### src/rtl/lpa_pkg.sv
package lpa_pkg;
  typedef enum logic [3:0] {
    ST_IDLE,
    ST_SI_SET,
    ST_SI_CLK,
    ST_SI_END,
    ST_FL_HI,
    ST_FL_LO,
    ST_WAIT,
    ST_PX_HI,
    ST_PX_LO,
    ST_TL_HI,
    ST_TL_LO
  } seq_state_e;
endpackage

### src/rtl/lpa_phase_timer.sv
module lpa_phase_timer #(
  parameter int PHASE_CYC = 5
) (
  input  logic clk,
  input  logic rst_n,
  input  logic reload,
  output logic expired,
  output logic at_first
);
  localparam int CW = $clog2(PHASE_CYC + 1);
  localparam logic [CW-1:0] LOADV = CW'(PHASE_CYC - 1);

  logic [CW-1:0] cnt;

  always_ff @(posedge clk) begin
    if (!rst_n)           cnt <= '0;
    else if (reload)      cnt <= LOADV;
    else if (cnt != '0)   cnt <= cnt - 1'b1;
  end

  assign expired  = (cnt == '0);
  assign at_first = (cnt == LOADV);

  assert_timer_bounded_R5: assert property (@(posedge clk) disable iff (!rst_n)
    cnt <= LOADV);
endmodule

### src/rtl/lpa_pix_counter.sv
module lpa_pix_counter #(
  parameter int PIX_W = 11
) (
  input  logic             clk,
  input  logic             rst_n,
  input  logic             clr,
  input  logic             inc,
  input  logic [PIX_W-1:0] limit,
  output logic [PIX_W-1:0] count,
  output logic             at_limit
);
  always_ff @(posedge clk) begin
    if (!rst_n)     count <= '0;
    else if (clr)   count <= '0;
    else if (inc)   count <= count + 1'b1;
  end

  assign at_limit = (count == limit);

  assert_no_overrun_R8: assert property (@(posedge clk) disable iff (!rst_n)
    (inc && !clr) |-> !at_limit);
endmodule

### src/rtl/lpa_readout_seq.sv
module lpa_readout_seq
  import lpa_pkg::*;
#(
  parameter int PIX_W     = 11,
  parameter int DATA_W    = 8,
  parameter int PHASE_CYC = 5
) (
  input  logic              clk,
  input  logic              rst_n,
  input  logic              start,
  input  logic              clear_cmd,
  input  logic [PIX_W-1:0]  pix_count,
  input  logic              smp_valid,
  output logic              smp_ready,
  input  logic [DATA_W-1:0] smp_data,
  output logic              si,
  output logic              sclk,
  output logic              conv_start,
  output logic              conv_stop,
  output logic              wr_en,
  output logic [PIX_W-1:0]  wr_addr,
  output logic [DATA_W-1:0] wr_data,
  output logic              done
);
  localparam int RW = $clog2(PHASE_CYC + 1);

  seq_state_e st, nxt;
  logic       tmo, t_first, reload;
  logic       clr_mode;
  logic [1:0] boot_left;
  logic [PIX_W-1:0] n_q, pcount;
  logic       at_lim, cnt_inc, cnt_clr, go_read, go_clr;
  logic       si_q, sclk_q, wr_en_q, cstart_q, cstop_q, done_q;
  logic [PIX_W-1:0]  addr_q;
  logic [DATA_W-1:0] data_q;
  logic       sclk_nxt, si_nxt;
  logic [RW-1:0] run_len;

  lpa_phase_timer #(.PHASE_CYC(PHASE_CYC)) u_timer (
    .clk(clk), .rst_n(rst_n), .reload(reload),
    .expired(tmo), .at_first(t_first));

  lpa_pix_counter #(.PIX_W(PIX_W)) u_count (
    .clk(clk), .rst_n(rst_n), .clr(cnt_clr), .inc(cnt_inc),
    .limit(n_q), .count(pcount), .at_limit(at_lim));

  always_comb begin
    nxt     = st;
    go_read = 1'b0;
    go_clr  = 1'b0;
    cnt_inc = 1'b0;
    cnt_clr = 1'b0;
    case (st)
      ST_IDLE: begin
        if (boot_left != 2'd0) go_clr  = 1'b1;
        else if (start)        go_read = 1'b1;
        else if (clear_cmd)    go_clr  = 1'b1;
        if (go_read || go_clr) begin
          nxt     = ST_SI_SET;
          cnt_clr = 1'b1;
        end
      end
      ST_SI_SET: if (tmo) nxt = ST_SI_CLK;
      ST_SI_CLK: if (tmo) nxt = ST_SI_END;
      ST_SI_END: if (tmo) nxt = clr_mode ? ST_FL_HI : ST_WAIT;
      ST_FL_HI:  if (tmo) nxt = ST_FL_LO;
      ST_FL_LO: if (tmo) begin
        if (at_lim) nxt = ST_IDLE;
        else begin
          nxt     = ST_FL_HI;
          cnt_inc = 1'b1;
        end
      end
      ST_WAIT:  if (smp_valid) nxt = ST_PX_HI;
      ST_PX_HI: begin
        cnt_inc = t_first;
        if (tmo) nxt = ST_PX_LO;
      end
      ST_PX_LO: if (tmo) nxt = at_lim ? ST_TL_HI : ST_WAIT;
      ST_TL_HI: if (tmo) nxt = ST_TL_LO;
      ST_TL_LO: if (tmo) nxt = ST_IDLE;
      default:  nxt = ST_IDLE;
    endcase
  end

  assign reload   = (nxt != st);
  assign sclk_nxt = (nxt == ST_SI_CLK) || (nxt == ST_FL_HI) ||
                    (nxt == ST_PX_HI)  || (nxt == ST_TL_HI);
  assign si_nxt   = (nxt == ST_SI_SET) || (nxt == ST_SI_CLK);

  always_ff @(posedge clk) begin
    if (!rst_n) begin
      st        <= ST_IDLE;
      clr_mode  <= 1'b0;
      boot_left <= 2'd2;
      n_q       <= '0;
      si_q      <= 1'b0;
      sclk_q    <= 1'b0;
      wr_en_q   <= 1'b0;
      addr_q    <= '0;
      data_q    <= '0;
      cstart_q  <= 1'b0;
      cstop_q   <= 1'b0;
      done_q    <= 1'b0;
    end else begin
      st       <= nxt;
      si_q     <= si_nxt;
      sclk_q   <= sclk_nxt;
      if (go_read || go_clr) begin
        clr_mode <= go_clr;
        n_q      <= pix_count;
      end
      if (go_clr && boot_left != 2'd0) boot_left <= boot_left - 2'd1;
      if (st == ST_WAIT && smp_valid) data_q <= smp_data;
      wr_en_q  <= (st == ST_PX_HI) && t_first;
      if ((st == ST_PX_HI) && t_first) addr_q <= pcount;
      cstart_q <= (st == ST_SI_END) && (nxt == ST_WAIT);
      cstop_q  <= (st == ST_PX_LO) && (nxt == ST_TL_HI);
      done_q   <= (st != ST_IDLE) && (nxt == ST_IDLE) && (boot_left == 2'd0);
    end
  end

  assign smp_ready  = (st == ST_WAIT);
  assign si         = si_q;
  assign sclk       = sclk_q;
  assign wr_en      = wr_en_q;
  assign wr_addr    = addr_q;
  assign wr_data    = data_q;
  assign conv_start = cstart_q;
  assign conv_stop  = cstop_q;
  assign done       = done_q;

  // cycles the clock line has held its present level (saturating)
  always_ff @(posedge clk) begin
    if (!rst_n)                 run_len <= RW'(PHASE_CYC);
    else if (sclk_nxt != sclk_q) run_len <= RW'(1);
    else if (run_len < RW'(PHASE_CYC)) run_len <= run_len + 1'b1;
  end

  assert_rise_after_sample_R3: assert property (@(posedge clk) disable iff (!rst_n)
    (smp_valid && smp_ready) |=> (sclk && !$past(sclk)));

  assert_store_in_high_R4: assert property (@(posedge clk) disable iff (!rst_n)
    wr_en |-> (sclk && $past(sclk)));

  assert_min_phase_R5: assert property (@(posedge clk) disable iff (!rst_n)
    (sclk != $past(sclk)) |-> ($past(run_len) >= RW'(PHASE_CYC)));

  assert_addr_in_range_R6: assert property (@(posedge clk) disable iff (!rst_n)
    wr_en |-> (wr_addr < n_q));

  assert_ready_quiet_R10: assert property (@(posedge clk) disable iff (!rst_n)
    smp_ready |-> (!sclk && !si));

  assert_stop_after_last_R7: assert property (@(posedge clk) disable iff (!rst_n)
    conv_stop |-> (at_lim && !wr_en));
endmodule

### config.mk
export PLATFORM = sky130hd
export DESIGN_NAME = lpa_readout_seq
export DESIGN_NICKNAME = d
export VERILOG_FILES = /design/src/rtl/lpa_pkg.sv /design/src/rtl/lpa_phase_timer.sv /design/src/rtl/lpa_pix_counter.sv /design/src/rtl/lpa_readout_seq.sv
export SDC_FILE = /design/constraint.sdc
export NUM_CORES = 1
export LEC_CHECK = 0
export CORE_MARGIN = 2
export CORE_UTILIZATION = 45
export CTS_BUF_LIST = sky130_fd_sc_hd__clkbuf_4 sky130_fd_sc_hd__clkbuf_8
export DETAILED_ROUTE_END_ITERATION = 10
export PLACE_DENSITY = 0.73
export SLEW_MARGIN = 20
export SYNTH_ARGS = -nofsm -noshare
export SYNTH_HDL_FRONTEND = slang
export SYNTH_SLANG_ARGS = --single-unit
### constraint.sdc
create_clock -name clk -period 2.3 [get_ports clk]
set_clock_uncertainty 0.15 [all_clocks]
set_input_delay 0.575 -clock clk [delete_from_list [all_inputs] [get_ports clk]]
set_output_delay 0.575 -clock clk [all_outputs]
set_load 0.02 [all_outputs]
# Word-level counts from Yosys, hierarchy flattened
# Index checks and enable logic that the tools add are counted.
# word_totals
in_bits	24
wordCells	92
out_inout_bits	26
reg_bits	57
# op_classes
n_eq_ne	19
n_addsub	3
muxes	31
reduce_logical	23
bitwise_logic	1
# op_table
operator	count
4-bit two-way mux	12
4-bit case mux with 11 select lines	1
4-bit by 3-bit == test with 1-bit output (second input constant)	7
4-bit == test (second input constant)	4
1-bit two-way mux	13
4-bit by 2-bit == test with 1-bit output (second input constant)	3
11-bit by 1-bit adder with 11-bit output (second input constant)	1
11-bit == test	1
3-bit two-way mux	3
4-bit by 1-bit == test with 1-bit output (second input constant)	2
4-bit logical NOT	2
1-bit logical AND	7
1-bit logical OR	6
4-bit inequality test	1
2-bit nonzero test	2
4-bit nonzero test	1
2-bit OR reduction	2
3-bit == test (second input constant)	1
3-bit logical NOT	1
3-bit nonzero test	1
3-bit by 1-bit subtractor with 3-bit output (second input constant)	1
2-bit logical NOT	1
2-bit two-way mux	1
1-bit case mux with 2 select lines	1
2 further kinds	2

# Longest topological paths before layout
# depth
depth_word	11
mapped_depth	9
ltp_nobuf	8

# Cells and area by module
# A second synthesis with hierarchy kept.
# hier_totals
cells_unflattened	278
hier_area_um2	2733.9
# by_module_without_submodules
module	area_per_inst_um2	cells_per_inst	seq_area_each_um2	instances
lpa_readout_seq	1925.6	188	860.8	1
lpa_pix_counter	629.4	72	220.2	1
lpa_phase_timer	178.9	18	60.1	1

# Least setup slack after synthesis
# OpenSTA, ideal clock, no wires.
# synth_path
path_type	register to register
startpoint	register u_timer.cnt[0]
endpoint	register sclk_q (netlist: sclk)
slack_ns	0.139
required_ns	2.086
path_stages_with_launch	10
n_path_buf	1
setup_time_ns	0.064
period_less_slack_ns	2.161
arrival_ns	1.947
cell_sequence	dfxtp_1 inv_1 ha_1 nor2b_1 clkbuf_1 a32o_1 a22oi_1 o21ai_1 or4_1 nand4_1
# synth_via
elab_chain_len	7
word_cells_on_any_way	18
cone_classes	eq/ne: 4; mux: 10; reduce/logical: 4
# synth_rtl
element	line_no	text
start, declared	lpa_phase_timer.sv:13	logic [CW-1:0] cnt;
start signal, assigned	lpa_phase_timer.sv:18	else if (cnt != '0) cnt <= cnt - 1'b1;
3-bit logical NOT *	lpa_phase_timer.sv:21	assign expired = (cnt == '0);
4-bit two-way mux (tied with other cells)	lpa_readout_seq.sv:81	ST_TL_LO: if (tmo) nxt = ST_IDLE;
4-bit case mux with 11 select lines *	lpa_readout_seq.sv:53	case (st)
4-bit by 2-bit == test with 1-bit output or 4-bit by 3-bit == test with 1-bit output (tied branches)	lpa_readout_seq.sv:87	assign sclk_nxt = (nxt == ST_SI_CLK) || (nxt == ST_FL_HI) ||
1-bit logical OR (2 in series)	lpa_readout_seq.sv:87	
1-bit logical OR *	lpa_readout_seq.sv:88	(nxt == ST_PX_HI) || (nxt == ST_TL_HI);
end signal, assigned	lpa_readout_seq.sv:108	sclk_q <= sclk_nxt;
end, declared	lpa_readout_seq.sv:33	logic si_q, sclk_q, wr_en_q, cstart_q, cstop_q, done_q;
# Every way passes the cells marked *; elsewhere a longest branch is shown, timed or not.
# A chain may end at the register's enable or synchronous reset.

# Worst setup path after layout
# layout_path
startpoint	register u_count.count[5]
endpoint	register u_count.count[5]
# layout_via
elab_chain_len	4
word_cells_on_any_way	5
cone_classes	add/sub: 1; eq/ne: 1; mux: 3
# layout_rtl
element	line_no	text
start, declared	lpa_pix_counter.sv:9	output logic [PIX_W-1:0] count,
start signal, assigned	lpa_pix_counter.sv:15	else if (inc) count <= count + 1'b1;
11-bit == test	lpa_pix_counter.sv:18	assign at_limit = (count == limit);
1-bit two-way mux	lpa_readout_seq.sv:68	if (at_lim) nxt = ST_IDLE;
1-bit two-way mux	lpa_readout_seq.sv:67	ST_FL_LO: if (tmo) begin
1-bit case mux with 2 select lines	lpa_readout_seq.sv:53	
# Several ways; a longest one is shown, not always the timed one.

==> metrics.txt <==
commonest non-fill, non-tap cell in the layout nand2_1; largest fanout on the critical path 8; crit path DAT 2.26 ns; Max-Cap Viols 0; ranking of synthesized cells by area dfxtp_1 (41%), nand2_1 (9.3%), a21oi_1 (8.2%), xnor2_1 (4.8%), nand3_1 (3.6%); ys async rst share 0%; Post-Syn Area per Cell about 8 um^2; Worst Path Required 2.39 ns; area leader, netlist dfxtp_1; Least-Margin Pin Slew 0.458 ns; CTS tree yes; clk_lat worst skew 0.34 ns; Slowest Stage Delay on Critical Path between 0.4 and 0.5 ns; Pre-Repair DR Iteration Count 4; P per Cell Area around 1200 mW/mm^2; placement row count 28; Remaining Overflow, GRT 0; fillers roughly 540; DR WL/cell between 10 and 15 um; syn_nets ~370; DIE AREA 0.00677 mm^2; fmax roughly 460 MHz; initial antenna violation count 0; Starting Density between 40% and 50%; Global Route Usage Sum between 20% and 30%; cts bufs inserted 9; Leakage between 1 and 1.5 nW; Hold WC Path Type register to register; Total Routed Length 6.69 mm; proportion of layout cells with a drive suffix above 1 between 10% and 20%; sequential fraction of the synthesis area 41.4%; Setup CP Type register to register; status complete, no violations; peak supply drop approximately 0.7 mV; Final setup viols 0; Placer Congestion between 0.8 and 0.9; Final #Nets 444; vias in the first global route between 2,000 and 2,500; die span in y 82.3 um; vias per cell between 5 and 6; Bufs and invs on worst path 0; Max Slew Vio Count 0; Fin Hold WS 0.303 ns; Area after DPL 0.00350 mm^2; Die X between 80 and 90 um; first-pass GRT wire length approximately 11 mm; Max Root-Sink Buffers 2; top_reg_cell synth dfxtp_1; post-synthesis instance area around 0.0028 mm^2; period utilisation layout a little over nine tenths; top-area cell type share of the netlist area 41.4%; largest net degree at the start of global routing 24; #FFs+latches synth between 50 and 60; Gate Count Post-Synth 346; setup_tns 0 ns; synth warn 0; most frequent cells in the layout nand2_1 (68), dfxtp_1 (57), clkdlybuf4s50_1 (48); CTS clock-pin slew for the worst setup and hold paths 0.07 ns; number of synthesized flops with an enable pin 0; PortBufs about 50; final hold vios 0; CP Cell Sequence xnor2_1 > and3_4 > a311o_1 > a21oi_2 > a21oi_1 > a31o_1; Crit-path slowest cell dfxtp_1; Ports 50; post-route cell area around 0.0038 mm^2; fin crit period about 2.2 ns; total power between 4 and 5 mW; residual DRC count 0; H-tree depth 3; Root Driver clkbuf_8; Slew HR a little over two thirds; number of distinct library cells after synthesis a little under 50; Reg2Reg Setup Slack between 0.1 and 0.15 ns; CP delay by family, top compound AO/OA/AOI/OAI gates; CP Launch Type register; Ant. Diodes 0; HPWL Detailed 4.81 mm; Routed Antenna Nets 0; DR vias about 2,700; Detailed Route Iter0 Violations approximately 180; clock sinks 57; critical path capture point type register; core area approximately 0.0059 mm^2; P&R area growth vs syn 37.3%
per-stage QoR:
| step | instances | setup slack, ns | utilization (%) |
|---|---|---|---|
| global placement | 480 | -0.121 | 59.2 |
| floorplan | 346 | 0.139 | - |
| CTS | 496 | 0.00817 | 63.6 |
| detailed placement | 480 | -0.148 | 59.2 |
| finish | 496 | 0.132 | 63.9 |
| global route | 496 | -0.00647 | 63.9 |
power by group:
| group | internal, mW | total [mW] | leakage [nW] | switching [mW] |
|---|---|---|---|---|
| clock network | 0.808 | 1.21 | 0.129 | 0.405 |
| logic | 0.968 | 2.15 | 0.826 | 1.19 |
| registers | 1.15 | 1.26 | 0.464 | 0.105 |
| total | 2.93 | 4.62 | 1.42 | 1.70 |
worst reg2reg max path: cells and delay by family (launching register included):
family / cells / cell delay, ns
AOI/OAI and AO/OA: 4 / 1.14
DFF: 1 / 0.44
and+or+nand+nor: 1 / 0.21
xor gates and xnor gates: 1 / 0.14
final cells by class:
type	count	area, um^2	area share (%)
Clock inverter	4	97.6	2.58
Multi-Input combinational cell	262	1530	40.5
Timing Repair Buffer	79	727	19.2
Tap cell	75	93.8	2.48
Sequential cell	57	1140	30.2
Inverter	7	26.3	0.694
Clock buffer	12	165	4.37
cell usage after synthesis, types with 2 or more instances:
cell and n:
nand2_1 68, dfxtp_1 57, a21oi_1 45, nor2_1 26
nand3_1 20, xnor2_1 15, clkbuf_1 14, a31o_1 9
and3_1 7, inv_1 7, buf_2 6, o21ai_0 5
ha_1 4, nor4_1 4, o21a_1 4, and2_1 3
nand2b_1 3, nand4_1 3, nor2b_1 3, nor3_1 3
a21oi_2 2, a22oi_1 2, and4_1 2, mux2i_1 2
nand3b_1 2, nor4_2 2, o211ai_1 2, o21ai_1 2
o22ai_1 2, or2_1 2, or4_1 2
sequential cells by signal, indices dropped and copies added, names as in the netlist:
register / count
boot_left: 2
clr_mode: 1
conv_start: 1
conv_stop: 1
done: 1
n_q: 11
sclk: 1
si: 1
st: 4
u_count.count: 11
u_timer.cnt: 3
wr_addr: 11
wr_data: 8
wr_en: 1
cells by family (layout without fill, tap and decap cells):
logic type                 count (synthesis)  count (layout)  share of synthesized area [%]
buffers and inverters                     27             102                           3.95
and+or+nand+nor                          156             156                           27.4
muxes                                      3               3                           1.13
AOI/OAI and AO/OA                         84              84                           19.6
DFF                                       57              57                           41.4
xor gates and xnor gates                  15              15                           4.77
adders and majority gates                  4               4                           1.82
per-layer routing:
layer | vias up | GRT usage, % | wire length, um
li1 | 1350 | - | -
met1 | 1244 | 26.9 | 2890
met2 | 63 | 36.7 | 3380
met3 | 13 | 4.13 | 280
met4 | 0 | 11.7 | 144
met5 | - | 0 | 0
final timing paths:
path	from	endpoint	cells after the start
min reg2reg	wr_data[4]	wr_data[4]	2
max	u_count.count[5]	u_count.count[5]	6
max reg2reg	u_count.count[5]	u_count.count[5]	6
min	wr_data[4]	wr_data[4]	2
timing repair:
item                                    in CTS  in global routing
pin swaps                                    0                  1
hold buffers                                 0                  0
resized for setup                            1                  6
buffers inserted                             0                  0
endpoints found under the setup margin       1                 12
Note: power is estimated with default switching activity, not from simulation.
